--- config.mk ---
export PLATFORM = sky130hd
export DESIGN_NAME = msg_collector
export DESIGN_NICKNAME = d
export VERILOG_FILES = /design/src/rtl/coll_pkg.sv /design/src/rtl/coll_store.sv /design/src/rtl/coll_readback.sv /design/src/rtl/msg_collector.sv
export SDC_FILE = /design/constraint.sdc
export NUM_CORES = 1
export LEC_CHECK = 0
export BUFFER_PORTS_ARGS = -buffer_cell sky130_fd_sc_hd__buf_2
export CORE_AREA = 2 2 209 211
export CTS_CLUSTER_SIZE = 24
export DETAILED_ROUTE_END_ITERATION = 10
export DIE_AREA = 0 0 211 213
export PLACE_DENSITY = 0.81
export SETUP_SLACK_MARGIN = 0.5
export SLEW_MARGIN = 10
export SYNTH_ARGS = -nofsm -noshare
export SYNTH_HDL_FRONTEND = slang
export SYNTH_SLANG_ARGS = --single-unit
--- constraint.sdc ---
create_clock -name clk -period 5.3 [get_ports clk]
set_clock_uncertainty 0.05 [all_clocks]
set_input_delay 0.53 -clock clk [delete_from_list [all_inputs] [get_ports clk]]
set_output_delay 0.53 -clock clk [all_outputs]
set_load 0.01 [all_outputs]
--- src/rtl/coll_pkg.sv ---
package coll_pkg;
  localparam int WORD_W  = 32;
  localparam int N_WORDS = 8;
  localparam int DEPTH   = 16;

  typedef enum logic [1:0] {
    OFF_CTRL = 2'b00,
    OFF_DATA = 2'b01,
    OFF_RES  = 2'b10,
    OFF_STAT = 2'b11
  } reg_off_e;
endpackage

--- src/rtl/coll_store.sv ---
module coll_store #(
  parameter int W     = 32,
  parameter int NW    = 8,
  parameter int DEPTH = 16,
  localparam int NB    = W / 8,
  localparam int CNT_W = $clog2(NW),
  localparam int AW    = $clog2(DEPTH)
) (
  input  logic              clk,
  input  logic              rst_n,
  input  logic              acc,
  input  logic [1:0]        offs,
  input  logic [W-1:0]      data,
  input  logic [NB-1:0]     strb,
  output logic [NW*W-1:0]   msg,
  output logic [CNT_W-1:0]  cnt,
  output logic              done,
  output logic [W-1:0]      last_word
);
  import coll_pkg::*;

  logic [W-1:0]  ram [DEPTH];
  logic [AW-1:0] wr_addr;
  logic [AW-1:0] last_addr;
  logic [W-1:0]  merged;
  logic          data_hit;
  logic          ctrl_hit;

  assign data_hit = acc && (offs == OFF_DATA);
  assign ctrl_hit = acc && (offs == OFF_CTRL);
  assign wr_addr  = AW'(cnt);

  always_comb begin
    for (int b = 0; b < NB; b++) begin
      merged[8*b +: 8] = strb[b] ? data[8*b +: 8] : ram[wr_addr][8*b +: 8];
    end
  end

  always_ff @(posedge clk) begin
    if (!rst_n) begin
      for (int k = 0; k < DEPTH; k++) ram[k] <= '0;
      last_addr <= '0;
    end else if (data_hit) begin
      ram[wr_addr] <= merged;
      last_addr    <= wr_addr;
    end
  end

  assign last_word = ram[last_addr];

  always_ff @(posedge clk) begin
    if (!rst_n) begin
      cnt  <= '0;
      done <= 1'b0;
    end else begin
      if (data_hit) begin
        cnt <= (cnt == CNT_W'(NW-1)) ? '0 : cnt + 1'b1;
      end
      if (data_hit && cnt == CNT_W'(NW-1)) begin
        done <= 1'b1;
      end else if (ctrl_hit) begin
        done <= 1'b0;
      end
    end
  end

  for (genvar i = 0; i < NW; i++) begin : g_seg
    always_ff @(posedge clk) begin
      if (!rst_n) begin
        msg[i*W +: W] <= '0;
      end else if (data_hit && cnt == CNT_W'(i)) begin
        msg[i*W +: W] <= merged;
      end
    end
  end
endmodule

--- src/rtl/coll_readback.sv ---
module coll_readback #(
  parameter int W     = 32,
  parameter int CNT_W = 3
) (
  input  logic             clk,
  input  logic             rst_n,
  input  logic             req,
  input  logic [1:0]       offs,
  input  logic             done,
  input  logic [CNT_W-1:0] cnt,
  input  logic [W-1:0]     last_word,
  input  logic [W-1:0]     result,
  output logic [W-1:0]     data,
  output logic             valid
);
  import coll_pkg::*;

  logic       s1_req;
  logic [1:0] s1_offs;
  logic [W-1:0] sel;

  always_comb begin
    case (s1_offs)
      OFF_CTRL: sel = {{(W-1){1'b0}}, done};
      OFF_DATA: sel = last_word;
      OFF_RES:  sel = result;
      default:  sel = {done, {(W-1-CNT_W){1'b0}}, cnt};
    endcase
  end

  always_ff @(posedge clk) begin
    if (!rst_n) begin
      s1_req  <= 1'b0;
      s1_offs <= '0;
      valid   <= 1'b0;
      data    <= '0;
    end else begin
      s1_req  <= req;
      s1_offs <= offs;
      valid   <= s1_req;
      if (s1_req) data <= sel;
    end
  end
endmodule

--- src/rtl/msg_collector.sv ---
module msg_collector #(
  parameter int W     = coll_pkg::WORD_W,
  parameter int NW    = coll_pkg::N_WORDS,
  parameter int DEPTH = coll_pkg::DEPTH,
  localparam int NB    = W / 8,
  localparam int CNT_W = $clog2(NW)
) (
  input  logic              clk,
  input  logic              rst_n,
  input  logic              wr_valid,
  input  logic              wr_ready,
  input  logic [1:0]        wr_offs,
  input  logic [W-1:0]      wr_data,
  input  logic [NB-1:0]     wr_strb,
  input  logic              rd_req,
  input  logic [1:0]        rd_offs,
  input  logic [W-1:0]      proc_result,
  output logic [W-1:0]      rd_data,
  output logic              rd_valid,
  output logic [NW*W-1:0]   msg_out,
  output logic [CNT_W-1:0]  word_cnt,
  output logic              done
);
  logic         acc;
  logic [W-1:0] last_word;

  assign acc = wr_valid && wr_ready;

  coll_store #(.W(W), .NW(NW), .DEPTH(DEPTH)) u_store (
    .clk(clk), .rst_n(rst_n), .acc(acc), .offs(wr_offs), .data(wr_data),
    .strb(wr_strb), .msg(msg_out), .cnt(word_cnt), .done(done),
    .last_word(last_word)
  );

  coll_readback #(.W(W), .CNT_W(CNT_W)) u_read (
    .clk(clk), .rst_n(rst_n), .req(rd_req), .offs(rd_offs), .done(done),
    .cnt(word_cnt), .last_word(last_word), .result(proc_result),
    .data(rd_data), .valid(rd_valid)
  );
endmodule

==> results of run 1 <==
power by group:
group	switching, W	internal, W	leakage (nW)
Sequential	0.0000629	0.00460	5.11
Clock	0.00168	0.00236	0.945
Combinational	0.000383	0.000174	4.65
how the worst max path moves through the flow:
stage	endpoint	cells past startpoint	slack, ns	start
2_1_floorplan	u_store.ram[6][0]	6	2.71	wr_offs[1]
3_3_place_gp	u_store.ram[2][21]	3	2.06	u_store.cnt[2]
3_5_place_dp	u_store.ram[2][12]	3	1.90	u_store.cnt[2]
4_1_cts	u_store.ram[2][12]	3	1.87	u_store.cnt[2]
5_1_grt	u_store.ram[2][12]	3	1.69	u_store.cnt[2]
6_report	u_store.ram[2][12]	3	1.81	u_store.cnt[2]
per-stage QoR:
step           utilization  std cells
6_report             0.637       2808
5_1_grt              0.637       2806
4_1_cts              0.637       2801
3_5_place_dp         0.593       2701
3_3_place_gp         0.593       2701
2_1_floorplan            -       1923
logic make-up (layout without fill, tap and decap cells):
group                      count (synthesis)  in the layout  synth area share
buffers and inverters                    172            504            0.0393
muxes                                    175            175             0.146
DFF                                      561            561             0.592
AOI/OAI and AO/OA                        369            369             0.104
other                                      0              7                 0
and+or+nand+nor                          640            640             0.115
adders and majority gates                  6              6           0.00322
layout by cell type, fill, tap and decap left out, types with 32 or more instances in the layout:
cell type	instances
a22oi_1	49
buf_2	369
clkbuf_16	60
dfxtp_1	300
edfxtp_1	256
mux4_2	128
nand2_1	289
nor2_1	187
nor2b_1	32
nor3_1	104
o21ai_0	112
o21ai_1	144
flip-flops by register name, summed over array words and instances (netlist names), named ones only:
name and count:
u_read.valid 1, u_store.done 1, u_store.cnt 3, u_read.s1_offs 2
u_read.data 32, u_store.msg 256, u_read.s1_req 1, u_store.last_addr 3
u_store.ram 256
worst reg2reg max path, cell delays in order, from the launching register on:
cell and delay (ns):
dfxtp_1 0.87, inv_1 0.36, a31oi_4 1.03, inv_2 0.72
area by class of cell:
| cell class | instances | area (um2) | share of cell area |
|---|---|---|---|
| timing repair buffer | 390 | 2000 | 0.0737 |
| inverter | 14 | 52.6 | 0.00193 |
| antenna | 7 | 17.5 | 0.000644 |
| multi-input combinational | 1190 | 8750 | 0.322 |
| tap | 546 | 683 | 0.0251 |
| clock inverter | 14 | 129 | 0.00474 |
| sequential | 561 | 13800 | 0.508 |
| clock buffer | 86 | 1750 | 0.0644 |
metal layers:
| metal | track usage | vias up | wire length, um |
|---|---|---|---|
| met5 | 0 | - | 15 |
| li1 | - | 7554 | - |
| met4 | 0.173 | 2 | 3600 |
| met1 | 0.397 | 8824 | 25300 |
| met2 | 0.521 | 1461 | 35300 |
| met3 | 0.0812 | 260 | 9010 |
==> summary.json, run 1 <==
{
  "run_status": {
    "outcome": "finished, violations left",
    "violations": "design-rule violations"
  },
  "power_and_ir_drop": {
    "power_density_nw_per_um2": 341,
    "cellLeakagePower_nw": 10.7,
    "worst_ir_drop_vdd_mv": 0.288,
    "report.power.total_w": 0.00926
  },
  "critical_path": {
    "path_cells": "inv_1 > a31oi_4 > inv_2",
    "critPathLaunchType": "register",
    "cp_max_fo": 33,
    "reg2reg_slack_ns": 1.81,
    "worst_r2r_path_depth": 3,
    "slowest_delay_ns": 1.03,
    "worst-path-buf-inv": 2,
    "cp.arrival_ns": 3.60,
    "critical_path_sink_type": "register",
    "timing.critical_path.required_ns": 5.41,
    "regToRegEndpoint": "u_store.ram[2][12]",
    "cp_slowest_cell": "a31oi_4",
    "criticalPathCategory": "reg -> reg",
    "critical_path.top_delay_family": "buffers and inverters",
    "regToRegStartpoint": "u_store.cnt[2]"
  },
  "cts": {
    "ctsLongestPathBuffers": 3,
    "clock_tree_from_tritoncts": "yes",
    "clkSlewWorstSetupHoldPaths_ns": 0.06,
    "cts_made_buffers": 54,
    "postCtsSetupBuffers": 0,
    "cts.sinks": 561,
    "post_cts_hold_buffer_count": 0,
    "htree_num_levels": 2,
    "cts_resized": 0,
    "insertion_delay_ns": 0.61,
    "root_buffer": "clkbuf_16"
  },
  "sta": {
    "finalCriticalPeriod_ns": 3.49,
    "worst_slew_pin_slew_ns": 1.24,
    "final-max-slew-violation-count": 0,
    "maximum_clock_rate_mhz": 287,
    "grt_setup_unrepaired": "false",
    "final_hold_viol_count": 0,
    "final_min_period_over_clock_period": 0.658,
    "maxSlewHeadroom": 0.168,
    "finalWorstSetupSlack_ns": 1.81,
    "setup_total_negative_slack_ns": 0,
    "setup_viol": 0,
    "timing.hold.ws_ns": 0.0809
  },
  "detailed_routing": {
    "routed_wire_length_per_instance_um": 26.1,
    "dr.pass1.iters": 11,
    "ant_nets": 0,
    "remaining_drc_errors": 1,
    "drtIter0Drc": 2459,
    "wirelength_mm": 73.2,
    "vias": 18101,
    "route.detailed.vias_per_inst": 6.45
  },
  "global_route": {
    "globalRouteOverflowTotal": 0,
    "grt_first_pass_wirelength_mm": 107,
    "via_count_of_the_first_global_routing_pass": 17988,
    "grt_start_max_net_pins": 65,
    "track_usage": 0.321,
    "antenna_violations_before_repair": 6
  },
  "cells_and_area": {
    "drive_above_1_share": 0.321,
    "layout.cell_area.non_filler_um2": 27200,
    "nNetsFinal": 2294,
    "synthToLayoutAreaGrowth_pct": 16.8,
    "fillerInstances": 3018
  },
  "min_path": {
    "hold_depth": 2,
    "min_from": "rd_offs[1]",
    "hold-path-endpoint": "u_read.s1_offs[1]",
    "timing.hold.worst.class": "in -> reg"
  },
  "synthesis": {
    "synthesized_netlist_net_count": 2006,
    "leading_area_contributor_after_synthesis": "edfxtp_1",
    "synthesized_area_um2": 23300,
    "post-synth-top-count-cell": "dfxtp_1",
    "syn-instance-count": 1923,
    "ys_seq_area_frac": 0.592,
    "synth_top_area_frac": 0.330,
    "ys_seq_elements": 561,
    "avgSynthCellArea_um2": 12.1,
    "synth_top_cells_by_count": "305 x dfxtp_1, 294 x nand2_1, 256 x edfxtp_1, 191 x nor2_1, 144 x o21ai_1",
    "synth.lib_cells_used.distinct": 39,
    "synth_async_sr_flop_share": 0,
    "synth-edff-count": 256,
    "post_synth_main_area_contributors": "edfxtp_1 33%, dfxtp_1 26%, mux4_2 12%, nand2_1 4.7%, o21ai_1 3.1%",
    "ys_dominant_reg_cell": "dfxtp_1",
    "synth-warning-count": 0
  },
  "floorplan": {
    "floorplan.core_area_um2": 42700,
    "floorplan.io_pins": 370,
    "rows": 76,
    "floorplan.initialDensity": 0.545,
    "die-height_um": 213,
    "die_x_um": 211,
    "fp.dieArea_um2": 44900
  },
  "placed_design": {
    "placedInstanceArea_um2": 25300,
    "post-dp-hpwl_mm": 44.0,
    "place_ws_ns": 1.90,
    "place.port_buffers": 369,
    "gp_congestion": 0.840
  },
  "run": {
    "max_cap_violations": 0
  }
}
No activity file was read; power rests on OpenSTA's default activity.
==> inputs of run 2 (changes only) <==
==> constraint.sdc (replaced) <==
create_clock -name clk -period 3.4 [get_ports clk]
set_clock_uncertainty 0.05 [all_clocks]
set_input_delay 0.34 -clock clk [delete_from_list [all_inputs] [get_ports clk]]
set_output_delay 0.34 -clock clk [all_outputs]
set_load 0.01 [all_outputs]
==> run 2 against run 1 <==
The flow now finishes without violations; critical path depth increased by 2; non-clock buffer count increased by 66; clock-buffer cell count decreased by 4; critical path type unchanged; critical endpoint is now u_store.ram[2][3].
==> summary.json, run 2 (synthesis gave the netlist of run 1 again) <==
{
  "power_and_ir_drop": {
    "cellLeakagePower": {"value": 11.1, "unit": "nW", "change": "+3.9%"},
    "power_report.internal_total": {"value": 0.0114, "unit": "W", "change": "+60%"},
    "clock_power_share": {"value": 0.445, "change": "+0.009"},
    "power_switching_share": {"value": 0.230, "change": "+0.000938"},
    "power.combinational.fraction": {"value": 0.063, "change": "+0.003"},
    "power_density": {"value": 527, "unit": "nW/um2", "change": "+55%"},
    "report.power.total": {"value": 0.0148, "unit": "W", "change": "+60%"},
    "worst_ir_drop_vdd": {"value": 0.385, "unit": "mV", "change": "+34%"},
    "p_seq_frac": {"value": 0.491, "change": "-0.013"},
    "switching_power": {"value": 0.00340, "unit": "W", "change": "+60%"}
  },
  "cts": {
    "cts.sinks": {"value": 561, "change": "unchanged"},
    "post_cts_hold_buffer_count": {"value": 33, "change": "+33"},
    "cts_made_buffers": {"value": 55, "change": "+1.9%"},
    "insertion_delay": {"value": 0.62, "unit": "ns", "change": "about the same"},
    "clkSlewWorstSetupHoldPaths": {"value": 0.06, "unit": "ns", "change": "about the same"},
    "root_buffer": "clkbuf_16",
    "cts_resized": {"value": 0, "change": "unchanged"},
    "htree_num_levels": {"value": 2, "change": "unchanged"},
    "ctsLongestPathBuffers": {"value": 3, "change": "unchanged"},
    "clock_tree_from_tritoncts": "yes",
    "postCtsSetupBuffers": {"value": 0, "change": "unchanged"}
  },
  "sta": {
    "final-max-slew-violation-count": {"value": 0, "change": "unchanged"},
    "final_hold_viol_count": {"value": 0, "change": "unchanged"},
    "worst_slew_pin_slew": {"value": 1.13, "unit": "ns", "change": "-0.113 ns"},
    "maxSlewHeadroom": {"value": 0.245, "change": "+0.0772"},
    "final_min_period_over_clock_period": {"value": 0.800, "change": "+0.142"},
    "setup_total_negative_slack": {"value": 0, "unit": "ns", "change": "unchanged"},
    "setup_viol": {"value": 0, "change": "unchanged"},
    "maximum_clock_rate": {"value": 368, "unit": "MHz", "change": "+28%"},
    "finalCriticalPeriod": {"value": 2.72, "unit": "ns", "change": "-0.767 ns"},
    "grt_setup_unrepaired": "false"
  },
  "floorplan": {
    "die-height": {"value": 213, "unit": "um", "change": "unchanged"},
    "fp.dieArea": {"value": 44900, "unit": "um2", "change": "unchanged"},
    "die_x": {"value": 211, "unit": "um", "change": "unchanged"},
    "floorplan.initialDensity": {"value": 0.545, "change": "unchanged"},
    "floorplan.io_pins": {"value": 370, "change": "unchanged"},
    "floorplan.core_area": {"value": 42700, "unit": "um2", "change": "unchanged"},
    "rows": {"value": 76, "change": "unchanged"}
  },
  "cells_and_area": {
    "drive_above_1_share": {"value": 0.328, "change": "+0.00769"},
    "top_regs": "u_store.msg (256), u_store.ram (256), u_read.data (32)",
    "fillerInstances": {"value": 2913, "change": "-3.5%"},
    "layout.cell_area.non_filler": {"value": 28100, "unit": "um2", "change": "+3.3%"},
    "mostFrequentLayoutCells": "369 x buf_2, 300 x dfxtp_1, 289 x nand2_1",
    "layout_commonest_cell": "buf_2",
    "nNetsFinal": {"value": 2361, "change": "+2.9%"},
    "synthToLayoutAreaGrowth_pct": 20.7
  },
  "global_route": {
    "globalRouteOverflowTotal": {"value": 0, "change": "unchanged"},
    "antenna_violations_before_repair": {"value": 10, "change": "+4"},
    "grt_start_max_net_pins": {"value": 65, "change": "unchanged"},
    "track_usage": {"value": 0.329, "change": "+0.00800"},
    "via_count_of_the_first_global_routing_pass": {"value": 18632, "change": "+3.6%"},
    "grt_first_pass_wirelength": {"value": 110, "unit": "mm", "change": "+2.9%"}
  },
  "min_path": {
    "hold-path-endpoint": "u_read.data[1]",
    "timing.hold.worst.class": "in -> reg",
    "hold_depth": {"value": 3, "change": "+1"},
    "min_from": "rst_n"
  },
  "critical_path": {
    "reg2reg_slack": {"value": 0.68, "unit": "ns", "change": "-1.13 ns"},
    "criticalPathCategory": "reg -> reg",
    "critPathLaunchType": "register",
    "regToRegEndpoint": "u_store.ram[2][3]",
    "critical_path_sink_type": "register",
    "cp_max_fo": {"value": 24, "change": "-27%"},
    "worst_r2r_path_depth": {"value": 5, "change": "+2"},
    "cp.arrival": {"value": 3.01, "unit": "ns", "change": "-0.59 ns"},
    "timing.critical_path.required": {"value": 3.69, "unit": "ns", "change": "-1.72 ns"}
  },
  "detailed_routing": {
    "route.detailed.vias_per_inst": {"value": 6.41, "change": "-0.53%"},
    "routed_wire_length_per_instance": {"value": 26.3, "unit": "um", "change": "+0.92%"},
    "wirelength": {"value": 75.7, "unit": "mm", "change": "+3.4%"},
    "drtIter0Drc": {"value": 2460, "change": "+0.041%"},
    "dr.pass1.iters": {"value": 6, "change": "-5"},
    "ant_nets": {"value": 0, "change": "unchanged"},
    "remaining_drc_errors": {"value": 0, "change": "-1"},
    "vias": {"value": 18453, "change": "+1.9%"}
  },
  "run": {
    "max_cap_violations": {"value": 0, "change": "unchanged"}
  },
  "placed_design": {
    "placedInstanceArea": {"value": 25800, "unit": "um2", "change": "+1.8%"},
    "post-dp-hpwl": {"value": 46.3, "unit": "mm", "change": "+5.3%"},
    "place.port_buffers": {"value": 369, "change": "unchanged"},
    "gp_congestion": {"value": 0.851, "change": "+1.3%"}
  },
  "run_status": {
    "outcome": "complete, no violations"
  }
}
## run 2: area by class of cell
cell class	count	area (um2)	area share
sequential	561	13800	0.491
clock inverter	21	224	0.00797
inverter	14	52.6	0.00187
multi-input combinational	1190	8750	0.312
timing repair buffer	456	2800	0.0995
tap	546	683	0.0243
clock buffer	82	1760	0.0626
antenna	8	20.0	0.000713
## run 2: worst max path at each step
stage | slack, ns | start | to | depth (start not counted)
2_1_floorplan | 0.87 | u_store.cnt[2] | u_store.ram[3][0] | 6
3_3_place_gp | 0.84 | register | u_store.ram[3][11] | 5
3_5_place_dp | 0.74 | register | u_store.ram[3][11] | 5
4_1_cts | 0.68 | register | u_store.ram[2][3] | 5
5_1_grt | 0.54 | register | u_store.ram[0][3] | 5
6_report | 0.68 | register | u_store.ram[2][3] | 5
## run 2: critical path, stage by stage, from the launching register on
cell and delay (ns):
dfxtp_4 0.71, buf_12 0.28, mux4_2 0.53, mux2_2 0.29, o21bai_2 0.45, nor2_1 0.12
## run 2: power by group through the flow
stage | Clock [W] | Combinational, W | Sequential [W]
2_1_floorplan | 0 | 0.000576 | 0.00738
6_report | 0.00659 | 0.000939 | 0.00727
3_5_place_dp | 0 | 0.000880 | 0.00740
5_1_grt | 0.00684 | 0.000976 | 0.00727
3_3_place_gp | 0 | 0.000855 | 0.00739
4_1_cts | 0.00659 | 0.000917 | 0.00726
## run 2: metal layers
metal	GRT usage	part of all wire	vias up
li1	-	-	7680
met1	0.404	0.34	8890
met2	0.523	0.47	1582
met3	0.0935	0.13	299
met4	0.191	0.051	2
met5	0	0.00018	-
## run 2: per-stage QoR
stage | std cells | setup slack (ns) | util | hold WS, ns
final | 2878 | 0.679 | 0.658 | 0.0190
after global placement | 2734 | 0.837 | 0.603 | 0.381
after global routing | 2877 | 0.542 | 0.658 | 0.0348
after CTS | 2870 | 0.676 | 0.658 | 0.00395
after floorplan | 1923 | 0.873 | - | 0.386
after detailed placement | 2734 | 0.738 | 0.603 | 0.388
